--- src/rtl/mcr_pkg.sv ---
package mcr_pkg;
  localparam int WORD_W = 32;
  localparam int ADDR_W = 6;
  localparam int DEV_W  = 5;
  localparam int TYPE_W = 4;
  localparam int DATA_W = 17;
  localparam int NBUS   = 2;
  localparam int BUS_W  = (NBUS > 1) ? $clog2(NBUS) : 1;

  typedef struct packed {
    logic [ADDR_W-1:0] addr;
    logic [DEV_W-1:0]  dev;
    logic [TYPE_W-1:0] ctype;
    logic [DATA_W-1:0] data;
  } cmd_t;

  typedef enum logic [1:0] {RX_IDLE, RX_SYNC_HI, RX_SYNC_LO, RX_DATA} rx_state_e;

  // odd parity over data plus parity bit
  function automatic logic parity_ok(logic [WORD_W-1:0] w, logic p);
    return ^{w, p};
  endfunction

  function automatic cmd_t split_word(logic [WORD_W-1:0] w);
    return cmd_t'(w);
  endfunction

  function automatic logic is_broadcast(cmd_t c, logic [TYPE_W-1:0] btype);
    return (c.addr == '1) && (c.ctype == btype);
  endfunction
endpackage

--- src/rtl/mcr_line_rx.sv ---
module mcr_line_rx
  import mcr_pkg::*;
#(
  parameter int OVS = 8
) (
  input  logic              clk,
  input  logic              rst_n,
  input  logic              line_i,
  output logic              sync_done_o,
  output logic              word_done_o,
  output logic              word_fail_o,
  output logic [WORD_W-1:0] word_o,
  output logic              err_sync_o,
  output logic              err_manch_o,
  output logic              err_par_o
);
  localparam int SYNC_N  = (3 * OVS) / 2;
  localparam int TOL     = OVS / 4;
  localparam int SHI_MIN = SYNC_N - TOL;
  localparam int SHI_MAX = SYNC_N + TOL;
  localparam int SLO_MIN = SYNC_N - TOL;
  localparam int Q1      = OVS / 4;
  localparam int Q3      = (3 * OVS) / 4;
  localparam int BIT_N   = WORD_W + 1;
  localparam int CNT_W   = $clog2(SHI_MAX + 1);
  localparam int PH_W    = $clog2(OVS);
  localparam int BC_W    = $clog2(BIT_N + 1);

  rx_state_e         state;
  logic              smp, smp_q;
  logic [CNT_W-1:0]  cnt;
  logic [PH_W-1:0]   phase;
  logic [BC_W-1:0]   bitcnt;
  logic              half_v;
  logic [WORD_W:0]   shreg;
  logic [WORD_W:0]   next_vec;

  assign next_vec = {shreg[WORD_W-1:0], half_v};

  always_ff @(posedge clk) begin
    if (!rst_n) begin
      state       <= RX_IDLE;
      smp         <= 1'b0;
      smp_q       <= 1'b0;
      cnt         <= '0;
      phase       <= '0;
      bitcnt      <= '0;
      half_v      <= 1'b0;
      shreg       <= '0;
      word_o      <= '0;
      sync_done_o <= 1'b0;
      word_done_o <= 1'b0;
      word_fail_o <= 1'b0;
      err_sync_o  <= 1'b0;
      err_manch_o <= 1'b0;
      err_par_o   <= 1'b0;
    end else begin
      smp         <= line_i;
      smp_q       <= smp;
      sync_done_o <= 1'b0;
      word_done_o <= 1'b0;
      word_fail_o <= 1'b0;
      err_sync_o  <= 1'b0;
      err_manch_o <= 1'b0;
      err_par_o   <= 1'b0;
      case (state)
        RX_IDLE: begin
          if (smp && !smp_q) begin
            state <= RX_SYNC_HI;
            cnt   <= CNT_W'(1);
          end
        end
        RX_SYNC_HI: begin
          if (smp) begin
            if (cnt == CNT_W'(SHI_MAX - 1)) begin
              err_sync_o <= 1'b1;
              state      <= RX_IDLE;
            end else begin
              cnt <= cnt + 1'b1;
            end
          end else if (cnt >= CNT_W'(SHI_MIN)) begin
            state <= RX_SYNC_LO;
            cnt   <= CNT_W'(1);
          end else begin
            err_sync_o <= 1'b1;
            state      <= RX_IDLE;
          end
        end
        RX_SYNC_LO: begin
          if (!smp) begin
            if (cnt == CNT_W'(SYNC_N - 1)) begin
              state       <= RX_DATA;
              phase       <= '0;
              bitcnt      <= '0;
              sync_done_o <= 1'b1;
            end else begin
              cnt <= cnt + 1'b1;
            end
          end else if (cnt >= CNT_W'(SLO_MIN)) begin
            // data started a little early: this sample is phase 0
            state       <= RX_DATA;
            phase       <= PH_W'(1);
            bitcnt      <= '0;
            sync_done_o <= 1'b1;
          end else begin
            err_sync_o <= 1'b1;
            state      <= RX_IDLE;
          end
        end
        RX_DATA: begin
          phase <= (phase == PH_W'(OVS - 1)) ? '0 : phase + 1'b1;
          if (phase == PH_W'(Q1)) half_v <= smp;
          if (phase == PH_W'(Q3)) begin
            if (smp == half_v) begin
              err_manch_o <= 1'b1;
              word_fail_o <= 1'b1;
              state       <= RX_IDLE;
            end else begin
              shreg  <= next_vec;
              bitcnt <= bitcnt + 1'b1;
              if (bitcnt == BC_W'(BIT_N - 1)) begin
                state <= RX_IDLE;
                if (parity_ok(next_vec[WORD_W:1], next_vec[0])) begin
                  word_done_o <= 1'b1;
                  word_o      <= next_vec[WORD_W:1];
                end else begin
                  err_par_o   <= 1'b1;
                  word_fail_o <= 1'b1;
                end
              end
            end
          end
        end
        default: state <= RX_IDLE;
      endcase
    end
  end
endmodule

--- src/rtl/mcr_cmd_select.sv ---
module mcr_cmd_select
  import mcr_pkg::*;
#(
  parameter logic [TYPE_W-1:0] BCAST_TYPE = 4'hF
) (
  input  logic                       clk,
  input  logic                       rst_n,
  input  logic [NBUS-1:0]            sync_i,
  input  logic [NBUS-1:0]            done_i,
  input  logic [NBUS-1:0]            fail_i,
  input  logic [NBUS-1:0][WORD_W-1:0] word_i,
  input  logic [ADDR_W-1:0]          my_addr_i,
  output logic [NBUS-1:0]            acc_o,
  output logic                       cmd_valid_o,
  output logic                       resp_req_o,
  output logic                       cmd_bcast_o,
  output logic [BUS_W-1:0]           cmd_bus_o,
  output logic [DEV_W-1:0]           cmd_dev_o,
  output logic [TYPE_W-1:0]          cmd_type_o,
  output logic [DATA_W-1:0]          cmd_data_o
);
  logic [NBUS-1:0]   own, shadow, own_n, sh_n;
  logic              promote;
  logic [WORD_W-1:0] sel_word;
  logic [BUS_W-1:0]  sel_idx;
  cmd_t              fields;
  logic              bcast_hit, addr_hit;

  assign acc_o = done_i & own;

  always_comb begin
    own_n   = own;
    sh_n    = shadow;
    promote = 1'b0;
    for (int i = 0; i < NBUS; i++) begin
      if (done_i[i] || fail_i[i]) begin
        if (own[i]) begin
          own_n[i] = 1'b0;
          if (fail_i[i]) promote = 1'b1;
        end
        sh_n[i] = 1'b0;
      end
    end
    if (promote) begin
      for (int j = 0; j < NBUS; j++) begin
        if (sh_n[j] && (own_n == '0)) begin
          own_n[j] = 1'b1;
          sh_n[j]  = 1'b0;
        end
      end
    end
    for (int i = 0; i < NBUS; i++) begin
      if (sync_i[i]) begin
        if (own_n == '0) own_n[i] = 1'b1;
        else             sh_n[i]  = 1'b1;
      end
    end
  end

  always_comb begin
    sel_word = '0;
    sel_idx  = '0;
    for (int i = 0; i < NBUS; i++) begin
      if (acc_o[i]) begin
        sel_word = word_i[i];
        sel_idx  = BUS_W'(i);
      end
    end
  end

  assign fields    = split_word(sel_word);
  assign bcast_hit = is_broadcast(fields, BCAST_TYPE);
  assign addr_hit  = (fields.addr == my_addr_i);

  always_ff @(posedge clk) begin
    if (!rst_n) begin
      own         <= '0;
      shadow      <= '0;
      cmd_valid_o <= 1'b0;
      resp_req_o  <= 1'b0;
      cmd_bcast_o <= 1'b0;
      cmd_bus_o   <= '0;
      cmd_dev_o   <= '0;
      cmd_type_o  <= '0;
      cmd_data_o  <= '0;
    end else begin
      own         <= own_n;
      shadow      <= sh_n;
      cmd_valid_o <= 1'b0;
      resp_req_o  <= 1'b0;
      if ((|acc_o) && (bcast_hit || addr_hit)) begin
        cmd_valid_o <= 1'b1;
        resp_req_o  <= !bcast_hit;
        cmd_bcast_o <= bcast_hit;
        cmd_bus_o   <= sel_idx;
        cmd_dev_o   <= fields.dev;
        cmd_type_o  <= fields.ctype;
        cmd_data_o  <= fields.data;
      end
    end
  end
endmodule

--- src/rtl/mcr_terminal.sv ---
module mcr_terminal
  import mcr_pkg::*;
#(
  parameter int                OVS        = 8,
  parameter logic [TYPE_W-1:0] BCAST_TYPE = 4'hF
) (
  input  logic              clk,
  input  logic              rst_n,
  input  logic              bus_a_i,
  input  logic              bus_b_i,
  input  logic [ADDR_W-1:0] my_addr_i,
  output logic              cmd_valid_o,
  output logic              resp_req_o,
  output logic              cmd_bcast_o,
  output logic              cmd_bus_o,
  output logic [DEV_W-1:0]  cmd_dev_o,
  output logic [TYPE_W-1:0] cmd_type_o,
  output logic [DATA_W-1:0] cmd_data_o,
  output logic              err_parity_o,
  output logic              err_manch_o,
  output logic              err_sync_o
);
  logic [NBUS-1:0]             line_w;
  logic [NBUS-1:0]             sync_w, done_w, fail_w, acc_w;
  logic [NBUS-1:0]             esync_w, emanch_w, epar_w;
  logic [NBUS-1:0][WORD_W-1:0] word_w;

  assign line_w = {bus_b_i, bus_a_i};

  for (genvar g = 0; g < NBUS; g++) begin : g_rx
    mcr_line_rx #(.OVS(OVS)) i_rx (
      .clk         (clk),
      .rst_n       (rst_n),
      .line_i      (line_w[g]),
      .sync_done_o (sync_w[g]),
      .word_done_o (done_w[g]),
      .word_fail_o (fail_w[g]),
      .word_o      (word_w[g]),
      .err_sync_o  (esync_w[g]),
      .err_manch_o (emanch_w[g]),
      .err_par_o   (epar_w[g])
    );
  end

  mcr_cmd_select #(.BCAST_TYPE(BCAST_TYPE)) i_sel (
    .clk         (clk),
    .rst_n       (rst_n),
    .sync_i      (sync_w),
    .done_i      (done_w),
    .fail_i      (fail_w),
    .word_i      (word_w),
    .my_addr_i   (my_addr_i),
    .acc_o       (acc_w),
    .cmd_valid_o (cmd_valid_o),
    .resp_req_o  (resp_req_o),
    .cmd_bcast_o (cmd_bcast_o),
    .cmd_bus_o   (cmd_bus_o),
    .cmd_dev_o   (cmd_dev_o),
    .cmd_type_o  (cmd_type_o),
    .cmd_data_o  (cmd_data_o)
  );

  always_ff @(posedge clk) begin
    if (!rst_n) begin
      err_parity_o <= 1'b0;
      err_manch_o  <= 1'b0;
      err_sync_o   <= 1'b0;
    end else begin
      err_parity_o <= err_parity_o | (|epar_w);
      err_manch_o  <= err_manch_o  | (|emanch_w);
      err_sync_o   <= err_sync_o   | (|esync_w);
    end
  end
endmodule

--- config.mk ---
export PLATFORM = sky130hd
export DESIGN_NAME = mcr_terminal
export DESIGN_NICKNAME = d
export VERILOG_FILES = /design/src/rtl/mcr_pkg.sv /design/src/rtl/mcr_line_rx.sv /design/src/rtl/mcr_cmd_select.sv /design/src/rtl/mcr_terminal.sv
export SDC_FILE = /design/constraint.sdc
export NUM_CORES = 1
export LEC_CHECK = 0
export BUFFER_PORTS_ARGS = -buffer_cell sky130_fd_sc_hd__buf_2
export CAP_MARGIN = 20
export CORE_ASPECT_RATIO = 1.75
export CORE_MARGIN = 2
export CORE_UTILIZATION = 45
export CTS_BUF_LIST = sky130_fd_sc_hd__clkbuf_16
export CTS_CLUSTER_DIAMETER = 120
export DETAILED_ROUTE_END_ITERATION = 16
export PLACE_DENSITY = 0.66
export RECOVER_POWER = 100
export SLEW_MARGIN = 10
export SYNTH_ARGS = -nofsm -noshare
export SYNTH_HDL_FRONTEND = slang
export SYNTH_HIERARCHICAL = 1
export SYNTH_SLANG_ARGS = --single-unit
--- constraint.sdc ---
create_clock -name clk -period 6.3 [get_ports clk]
set_clock_uncertainty 0.05 [all_clocks]
set_input_delay 0.63 -clock clk [delete_from_list [all_inputs] [get_ports clk]]
set_output_delay 0.63 -clock clk [all_outputs]
set_load 0.02 [all_outputs]
# Word level (Yosys, flattened, before mapping)
# Cells that the tools add are included.
[word_totals]
out_inout_bits = 33
reg_bits = 213
[classes]
addsub = 6
n_lt_le_gt_ge = 2
eq_ne = 45
bitwise_logic = 13
mux = 113
n_reduce_logical = 51
[ops]
columns = ["op", "count"]
rows = [
  ["33-bit XOR reduction", 2],
  ["32-bit 2-to-1 mux", 2],
  ["6-bit 2-to-1 mux", 10],
  ["1-bit 2-to-1 mux", 49],
  ["4-bit 2-to-1 mux", 12],
  ["2-bit 2-to-1 mux", 22],
  ["5-bit AND reduction", 6],
  ["3-bit 2-to-1 mux", 8],
  ["4-bit case mux with 3 select lines", 2],
  ["6-bit case mux with 2 select lines", 2],
  ["4-bit == test (second input constant)", 5],
  ["6-bit == test (second input constant)", 3],
  ["3-bit by 1-bit != test with 1-bit output (second input constant)", 6],
  ["3-bit != test (second input constant)", 6],
  ["3-bit AND reduction", 6],
  ["2-bit case mux with 4 select lines", 2],
  ["6-bit by 1-bit adder with 6-bit output (second input constant)", 2],
  ["3-bit == test (second input constant)", 4],
  ["2-bit zero test", 6],
  ["2-bit != test (second input constant)", 6],
  ["3-bit case mux with 2 select lines", 2],
  ["6-bit AND reduction", 2],
  ["2-bit AND reduction", 5],
  ["5-bit OR reduction", 2],
  ["20 further kinds", 58],
]

# Longest topological paths before layout
# Gate-level depths: netlist of the first run.
[depth]
ltp_word = 17
depth_mapped = 10
ltp_nobuf = 8

# Hierarchy
# Netlist of the first run, hierarchy kept.
[modules_own_cells]
columns = ["module", "n_inst", "area_per_inst_um2", "cells_each"]
rows = [
  ["mcr_line_rx at g_rx[0].i_rx", 1, 4045.1, 467],
  ["mcr_line_rx at g_rx[1].i_rx", 1, 4031.4, 474],
  ["mcr_cmd_select", 1, 2008.2, 208],
  ["mcr_terminal", 1, 86.3, 6],
]

# Worst setup path after synthesis of the first run
# No wires, ideal clock.
[synth_timing]
path_type = "input -> register"
start = "input my_addr_i[5]"
end = "register i_sel.cmd_data_o[0]"
n_path_buf = 2
setup_ns = 0.117
path_stages = 8
slack_ns = 3.946
required_time_ns = 6.133
arrival_ns = 2.187
cell_sequence = "xor2_1 o41ai_1 o21ai_1 a2111o_1 buf_6 buf_6 a21o_1 a22o_1"
[synth_between]
elab_chain_cells = 3
[synth_rtl]
columns = ["element", "line_no", "source"]
rows = [
  ["start, declared", "mcr_terminal.sv:11", "input logic [ADDR_W-1:0] my_addr_i,"],
  ["6-bit == test", "mcr_cmd_select.sv:73", "assign addr_hit = (fields.addr == my_addr_i);"],
  ["1-bit logical OR", "mcr_cmd_select.sv:91", "if ((|acc_o) && (bcast_hit || addr_hit)) begin"],
  ["1-bit logical AND", "mcr_cmd_select.sv:91", ""],
  ["end signal, assigned", "mcr_cmd_select.sv:98", "cmd_data_o <= fields.data;"],
  ["end, declared", "mcr_cmd_select.sv:20", "output logic [DATA_W-1:0] cmd_data_o"],
]
# No other way between the ends.
# A chain may end at the register's enable or synchronous reset.

# Final worst setup path of the first run
[layout_timing]
start = "register i_sel.own[1]"
end = "register i_sel.cmd_data_o[12]"
[layout_between]
elab_chain_cells = 6
word_cells_on_any_way = 9
classes_between = "3 x eq/ne; 1 x mux; 1 x bitwise; 4 x reduce/logical"
[layout_rtl]
columns = ["element", "line_no", "source"]
rows = [
  ["start, declared", "mcr_cmd_select.sv:22", "logic [NBUS-1:0] own, shadow, own_n, sh_n;"],
  ["start signal, assigned", "mcr_cmd_select.sv:87", "own <= own_n;"],
  ["2-bit AND (*)", "mcr_cmd_select.sv:29", "assign acc_o = done_i & own;"],
  ["32-bit 2-to-1 mux", "mcr_cmd_select.sv:64", "if (acc_o[i]) begin"],
  ["6-bit == test or 4-bit == test (tied branches)", "mcr_pkg.sv:29", "return (c.addr == '1) && (c.ctype == btype);"],
  ["1-bit logical AND", "mcr_pkg.sv:29", ""],
  ["1-bit logical OR", "mcr_cmd_select.sv:91", ""],
  ["1-bit logical AND", "mcr_cmd_select.sv:91", ""],
]
# Mark *: on every way between the ends. The rest lies on a longest branch, timed or not.

==> impl_metrics.csv, run 1 <==
group,metric,value,unit
final_layout,post_route_core_utilization,49.3,%
critical_path,worstPathMaxFanout,33,
final_layout,flow.area_growth_from_synthesis,7.48,%
route,via_count,7877,
final_layout,layout.cells.most_common_list,"sky130_fd_sc_hd__nand2_1 (293), sky130_fd_sc_hd__dfxtp_1 (213), sky130_fd_sc_hd__a21oi_1 (87)",
critical_path,worst_ep_arrival_time,4.58,ns
placed_design,place_hpwl,16.6,mm
hold_path,hold_class,"input pin to register",
clock_tree,ctsHtreeMaxLevel,1,
sta,fin_crit_sh,66.7,%
sta,final.setup.worst_slack,2.10,ns
power_and_ir_drop,power-per-cell-area,243,mW/mm^2
clock_tree,clock-sinks,213,
final_layout,number_of_nets_in_the_finished_design,1191,
power_and_ir_drop,leakage_component_of_the_power,3.71,nW
final_layout,finalNonFillerCells,1467,
power_and_ir_drop,power.switching_fraction,22.8,%
clock_tree,cts.reportedPaths.clkPinSlew,0.06,ns
route,post-route-drc-count,0,
power_and_ir_drop,intPower,2.05,mW
clock_tree,clk_latency,0.50,ns
final_layout,antenna_diode_count,0,
power_and_ir_drop,clock_power_share,44.1,%
route,route.detailed.wl_per_inst,16.2,um
sta,maxSlewHeadroom,-96.4,%
global_routing,top_usage_layer,"met2",
sta,fin_worst_hold_slack,0.287,ns
clock_tree,ctsResizeCount,0,
clock_tree,post_cts.repair.setup_buffers,0,
hold_path,worst_hold_path.num_cells,2,
critical_path,critical_path.startpoint_type,"register",
global_routing,grt_usage,19.6,%
critical_path,reg2reg_setup_slack,2.10,ns
sta,count_of_endpoints_failing_setup_in_the_final_report,0,
placed_design,dpl.cell_count,1430,
sta,grt_setup_unrepaired,"false",
clock_tree,cts-root-buf,"sky130_fd_sc_hd__clkbuf_16",
critical_path,element_type_at_the_critical_path_end,"register",
global_routing,overflow,0,
global_routing,grt_util_met1,22.2,%
die,start_util,45.9,%
logic_synthesis,syn_area,0.0102,mm^2
global_routing,groute.layer.met2.usage,37.0,%
critical_path,timing.critical_path.from,"i_sel/own[1]",
sta,totalNegativeSetupSlack,0,ns
sta,max_slew.worst_pin.slew,2.95,ns
global_routing,grt_util_met3,2.13,%
power_and_ir_drop,power.share.combinational,4.5,%
logic_synthesis,synthCells,1154,
placed_design,pre_cts_slack,3.04,ns
route,drt_first_pass_iters,6,
die,core_region_area,0.0222,mm^2
route,antenna_violating_nets_post_route,0,
die,dieHeight,203,um
critical_path,rr_worst_depth,7,
route,first_iter_violations,586,
power_and_ir_drop,total_switching_power,0.605,mW
critical_path,critical_path_required,6.67,ns
die,placement_rows,72,
outcome,outcome,"finished with violations",
critical_path,last_element_of_the_critical_path,"i_sel/cmd_data_o[12]",
global_routing,number_of_global_route_vias_before_repair,7571,
sta,finalWorstPathRequiredPeriod,4.20,ns
sta,timing.final.hold_violations,0,
route,detail_route.wirelength,23.7,mm
critical_path,path_class,"register to register",
critical_path,rr_startpoint,"i_sel/own[1]",
logic_synthesis,synth.net_count,1188,
logic_synthesis,ys_warnings,6,
flow_run,max-cap-violations,3,
clock_tree,clock_tree.buffer_depth,3,
global_routing,grt_start_max_net_pins,67,
clock_tree,cts_buffers,21,
final_layout,final_layout_size_suffix_gt1_share,7.69,%
global_routing,first_pass_grt_wire_length,38.6,mm
sta,max_freq,238,MHz
power_and_ir_drop,peakVddDrop,154,uV
final_layout,mostFrequentLayoutCell,"sky130_fd_sc_hd__nand2_1",
die,fp.dieArea,0.0239,mm^2
route,via_per_inst,5.37,
sta,final_max_slew_viol_count,130,
logic_synthesis,syn_avg_cell_area,8.81,um^2
die,die-width,118,um
placed_design,place.port_buffers,42,
outcome,violations,"capacitance limit, slew limit",
die,boundary_pins,43,
critical_path,worstReg2RegEnd,"i_sel/cmd_data_o[12]",
power_and_ir_drop,power.sequential.fraction,51.4,%
placed_design,gp_congestion,0.857,
clock_tree,tritoncts,"built",
global_routing,antenna_found_initial,0,
clock_tree,cts_hold_repair.buffers,0,
final cells by class:
class                           instances  area [um^2]
Clock buffer                           21          526
Clock inverter                         16          106
Fill cell                            2176        11200
Inverter                               27          106
Multi-Input combinational cell        845         5340
Sequential cell                       213         4260
Tap cell                              296          370
Timing Repair Buffer                   49          216
power groups by stage:
stage	logic, mW	registers (mW)	clock network (mW)
floorplan	0.0969	1.39	0
global placement	0.116	1.39	0
detailed placement	0.118	1.39	0
CTS	0.118	1.36	1.20
global route	0.131	1.36	1.25
finish	0.119	1.36	1.17
stage by stage:
stage	total power, mW	area (um^2)
3_5_place_dp	1.51	10400
2_1_floorplan	1.49	10200
5_1_grt	2.74	10900
3_3_place_gp	1.51	10400
4_1_cts	2.68	11000
6_report	2.65	10900
flip-flops by register name, indices dropped and copies added, names as in the netlist, 2 cells and up:
signal and count:
g_rx.i_rx/word_o 64, g_rx.i_rx/err_manch_o 2, g_rx.i_rx/cnt 8, i_sel/shadow 2, g_rx.i_rx/half_v 2, i_sel/cmd_dev_o 5
g_rx.i_rx/bitcnt 12, g_rx.i_rx/sync_done_o 2, g_rx.i_rx/shreg 64, g_rx.i_rx/state 4, g_rx.i_rx/smp_q 2, i_sel/own 2
g_rx.i_rx/smp 2, g_rx.i_rx/word_done_o 2, g_rx.i_rx/err_par_o 2, g_rx.i_rx/err_sync_o 2, g_rx.i_rx/phase 6, g_rx.i_rx/word_fail_o 2
i_sel/cmd_type_o 4, i_sel/cmd_data_o 17
worst min path at each step:
stage	start	endpoint	slack, ns
after floorplan	g_rx[0].i_rx/err_manch_o	err_manch_o	0.38
after global placement	g_rx[0].i_rx/err_sync_o	err_sync_o	0.39
after detailed placement	g_rx[0].i_rx/err_sync_o	err_sync_o	0.40
after CTS	bus_a_i	g_rx[0].i_rx/smp	0.27
after global routing	bus_a_i	g_rx[0].i_rx/smp	0.28
final	bus_a_i	g_rx[0].i_rx/smp	0.29
worst max-delay path, stage by stage, from the launching register on:
cell                       delay [ns]
sky130_fd_sc_hd__dfxtp_1         0.36
sky130_fd_sc_hd__nand2_2         0.49
sky130_fd_sc_hd__inv_1           0.22
sky130_fd_sc_hd__o41ai_1         0.11
sky130_fd_sc_hd__o21ai_0         0.17
sky130_fd_sc_hd__a2111o_1        0.76
sky130_fd_sc_hd__a21oi_1         1.61
sky130_fd_sc_hd__a22o_1          0.34
metal layers:
layer	share of wire, %	vias up
met4	3.5	0
met1	41	3728
met2	53	135
met5	0	-
li1	-	3979
met3	2.9	35
Power figures use the tool's default switching activity.
==> run 2: changes to the inputs <==
--- a/config.mk
+++ b/config.mk
@@ -5,6 +5,7 @@
 export SDC_FILE = /design/constraint.sdc
 export NUM_CORES = 1
 export LEC_CHECK = 0
+export ABC_AREA = 1
 export BUFFER_PORTS_ARGS = -buffer_cell sky130_fd_sc_hd__buf_2
 export CAP_MARGIN = 20
 export CORE_ASPECT_RATIO = 1.75
==> constraint.sdc (replaced) <==
create_clock -name clk -period 4.3 [get_ports clk]
set_clock_uncertainty 0.05 [all_clocks]
set_input_delay 0.43 -clock clk [delete_from_list [all_inputs] [get_ports clk]]
set_output_delay 0.43 -clock clk [all_outputs]
set_load 0.02 [all_outputs]
==> impl_metrics.csv, run 2 <==
group,metric,value,unit
sta,totalNegativeSetupSlack,0,ns
sta,final_max_slew_viol_count,38,
critical_path,cp_cell_sequence,"ha_1 -> inv_1 -> nor2_1 -> nand2_2 -> buf_4 -> nor2_1 -> nand3_2 -> nor2_1 -> nor2_1",
global_routing,first_pass_grt_wire_length,42.4,mm
die,fp.dieArea,0.0257,mm^2
final_layout,number_of_nets_in_the_finished_design,1722,
power_and_ir_drop,leakage_component_of_the_power,5.57,nW
die,boundary_pins,43,
sta,grt_setup_unrepaired,"false",
sta,finalWorstPathRequiredPeriod,3.11,ns
sta,max_freq,322,MHz
route,detail_route.wirelength,25.0,mm
critical_path,worst_ep_arrival_time,3.46,ns
die,start_util,45.8,%
placed_design,place_hpwl,17.6,mm
final_layout,antenna_diode_count,0,
die,core_region_area,0.0240,mm^2
route,antenna_violating_nets_post_route,0,
critical_path,worstPathMaxFanout,64,
logic_synthesis,synth.net_count,1724,
power_and_ir_drop,power-per-cell-area,348,mW/mm^2
die,dieHeight,211,um
final_layout,top_regs,"g_rx.i_rx/shreg: 64 flops, g_rx.i_rx/word_o: 64 flops, i_sel/cmd_data_o: 17 flops",
final_layout,flow.area_growth_from_synthesis,8.19,%
clock_tree,clk_latency,0.52,ns
route,route.detailed.wl_per_inst,12.4,um
clock_tree,ctsHtreeMaxLevel,1,
clock_tree,tritoncts,"built",
critical_path,rr_startpoint,"g_rx[1].i_rx/state[1]",
power_and_ir_drop,peakVddDrop,241,uV
critical_path,crit_path_max_incr_delay,0.91,ns
critical_path,reg2reg_setup_slack,1.19,ns
critical_path,path_class,"register to register",
logic_synthesis,syn_area,0.0110,mm^2
hold_path,worst_hold_path.num_cells,3,
clock_tree,cts.reportedPaths.clkPinSlew,0.06,ns
final_layout,final_layout_size_suffix_gt1_share,4.05,%
final_layout,post-route-cell-area,0.0119,mm^2
critical_path,critical_path.startpoint_type,"register",
critical_path,cell_with_the_largest_stage_delay_on_the_worst_path,"sky130_fd_sc_hd__nand3_2",
route,post-route-drc-count,0,
logic_synthesis,syn_avg_cell_area,6.50,um^2
clock_tree,ctsResizeCount,0,
clock_tree,cts_hold_repair.buffers,0,
critical_path,critical-path-top-cell-by-count,"sky130_fd_sc_hd__nor2_1",
critical_path,worstReg2RegEnd,"g_rx[1].i_rx/word_o[16]",
clock_tree,clock_tree.buffer_depth,3,
outcome,outcome,"finished with violations",
sta,max_slew.worst_pin.slew,1.86,ns
global_routing,grt_start_max_net_pins,135,
die,placement_rows,75,
hold_path,hold_path_end,"g_rx[1].i_rx/smp",
final_layout,mostFrequentLayoutCell,"sky130_fd_sc_hd__nand2_1",
route,drt_first_pass_iters,4,
sta,fin_crit_sh,72.3,%
placed_design,gp_congestion,0.807,
clock_tree,cts-root-buf,"sky130_fd_sc_hd__clkbuf_16",
die,die-width,122,um
critical_path,rr_worst_depth,9,
sta,count_of_endpoints_failing_setup_in_the_final_report,0,
logic_synthesis,synthCells,1690,
global_routing,overflow,0,
critical_path,critPathBufInv,2,
global_routing,antenna_found_initial,0,
flow_run,max-cap-violations,1,
clock_tree,cts_buffers,22,
hold_path,hold_sp,"bus_b_i",
sta,timing.final.hold_violations,0,
global_routing,grt_usage,19.9,%
critical_path,critPathTopFamily,"simple AND/OR/NAND/NOR gates",
final_layout,layout.cells.most_common_list,"sky130_fd_sc_hd__nand2_1 (516), sky130_fd_sc_hd__nor2_1 (250), sky130_fd_sc_hd__inv_1 (214)",
critical_path,element_type_at_the_critical_path_end,"register",
route,via_count,9808,
route,via_per_inst,4.87,
placed_design,cell_area_reported_after_detailed_placement,0.0113,mm^2
critical_path,critical_path_required,4.65,ns
outcome,violations,"capacitance limit, slew limit",
logic_synthesis,ys_warnings,6,
route,first_iter_violations,462,
placed_design,place.port_buffers,42,
sta,maxSlewHeadroom,-23.8,%
hold_path,hold_class,"input pin to register",
clock_tree,clock-sinks,213,
global_routing,number_of_global_route_vias_before_repair,9280,
clock_tree,post_cts.repair.setup_buffers,0,
-- run 2: changes by cell type in the layout (fill, tap and decap cells not counted), sizes merged, moves of 54 or more --
cell,delta
nor2,+200
nand2,+228
nand3,+54
inv,+185
o21ai,+67
mux2i,-73
-- run 2: per-stage QoR --
stage | utilization [%] | power, mW | setup WS [ns] | hold WS [ns] | std cells
after detailed placement | 46.9 | 2.23 | 1.56 | 0.381 | 1972
after floorplan | - | 2.18 | 2.45 | 0.364 | 1690
final | 49.5 | 4.13 | 1.19 | 0.0437 | 2012
after global routing | 49.5 | 4.28 | 0.784 | 0.0528 | 2012
after global placement | 46.9 | 2.23 | 1.70 | 0.382 | 1972
after CTS | 49.9 | 4.18 | 1.55 | 0.0254 | 2012
-- run 2: worst max-delay path by stage --
stage                                          to  cells past startpoint                startpoint
after floorplan           g_rx[1].i_rx/word_o[14]                      9     g_rx[1].i_rx/state[1]
after global placement    g_rx[1].i_rx/word_o[23]                      9     g_rx[1].i_rx/state[1]
after detailed placement  g_rx[1].i_rx/word_o[16]                      9     g_rx[1].i_rx/state[1]
after CTS                 g_rx[1].i_rx/word_o[16]                      9     g_rx[1].i_rx/state[1]
after global routing             i_sel/resp_req_o                     14  g_rx[0].i_rx/word_done_o
final                     g_rx[1].i_rx/word_o[16]                      9     g_rx[1].i_rx/state[1]
-- run 2: per-layer routing --
metal	GRT usage, %	routed length (um)	share of wire (%)
met1	23.4	10600	42
met2	35.9	12700	51
met3	2.19	776	3.1
met4	9.08	903	3.6
met5	0	0	0
-- run 2: final cells by class --
type	instances	area, um^2
well taps	308	385
fillers	2549	12100
inverters	214	806
repair buffers	45	203
clock inverters	17	153
flip-flops and latches	213	4260
clock buffers	23	576
multi-input cells	1192	5500
-- run 2: power by group --
group | switching [mW] | internal, mW | total, mW
sequential | 0.0193 | 1.99 | 2.01
clock | 0.800 | 1.15 | 1.95
combinational | 0.120 | 0.0570 | 0.177
total | 0.939 | 3.19 | 4.13
-- run 2: worst reg2reg max path, stage by stage (launching register included) --
cell and delay [ns]:
sky130_fd_sc_hd__dfxtp_1 0.37, sky130_fd_sc_hd__ha_1 0.29, sky130_fd_sc_hd__inv_1 0.14, sky130_fd_sc_hd__nor2_1 0.18, sky130_fd_sc_hd__nand2_2 0.06, sky130_fd_sc_hd__buf_4 0.26
sky130_fd_sc_hd__nor2_1 0.23, sky130_fd_sc_hd__nand3_2 0.91, sky130_fd_sc_hd__nor2_1 0.42, sky130_fd_sc_hd__nor2_1 0.08
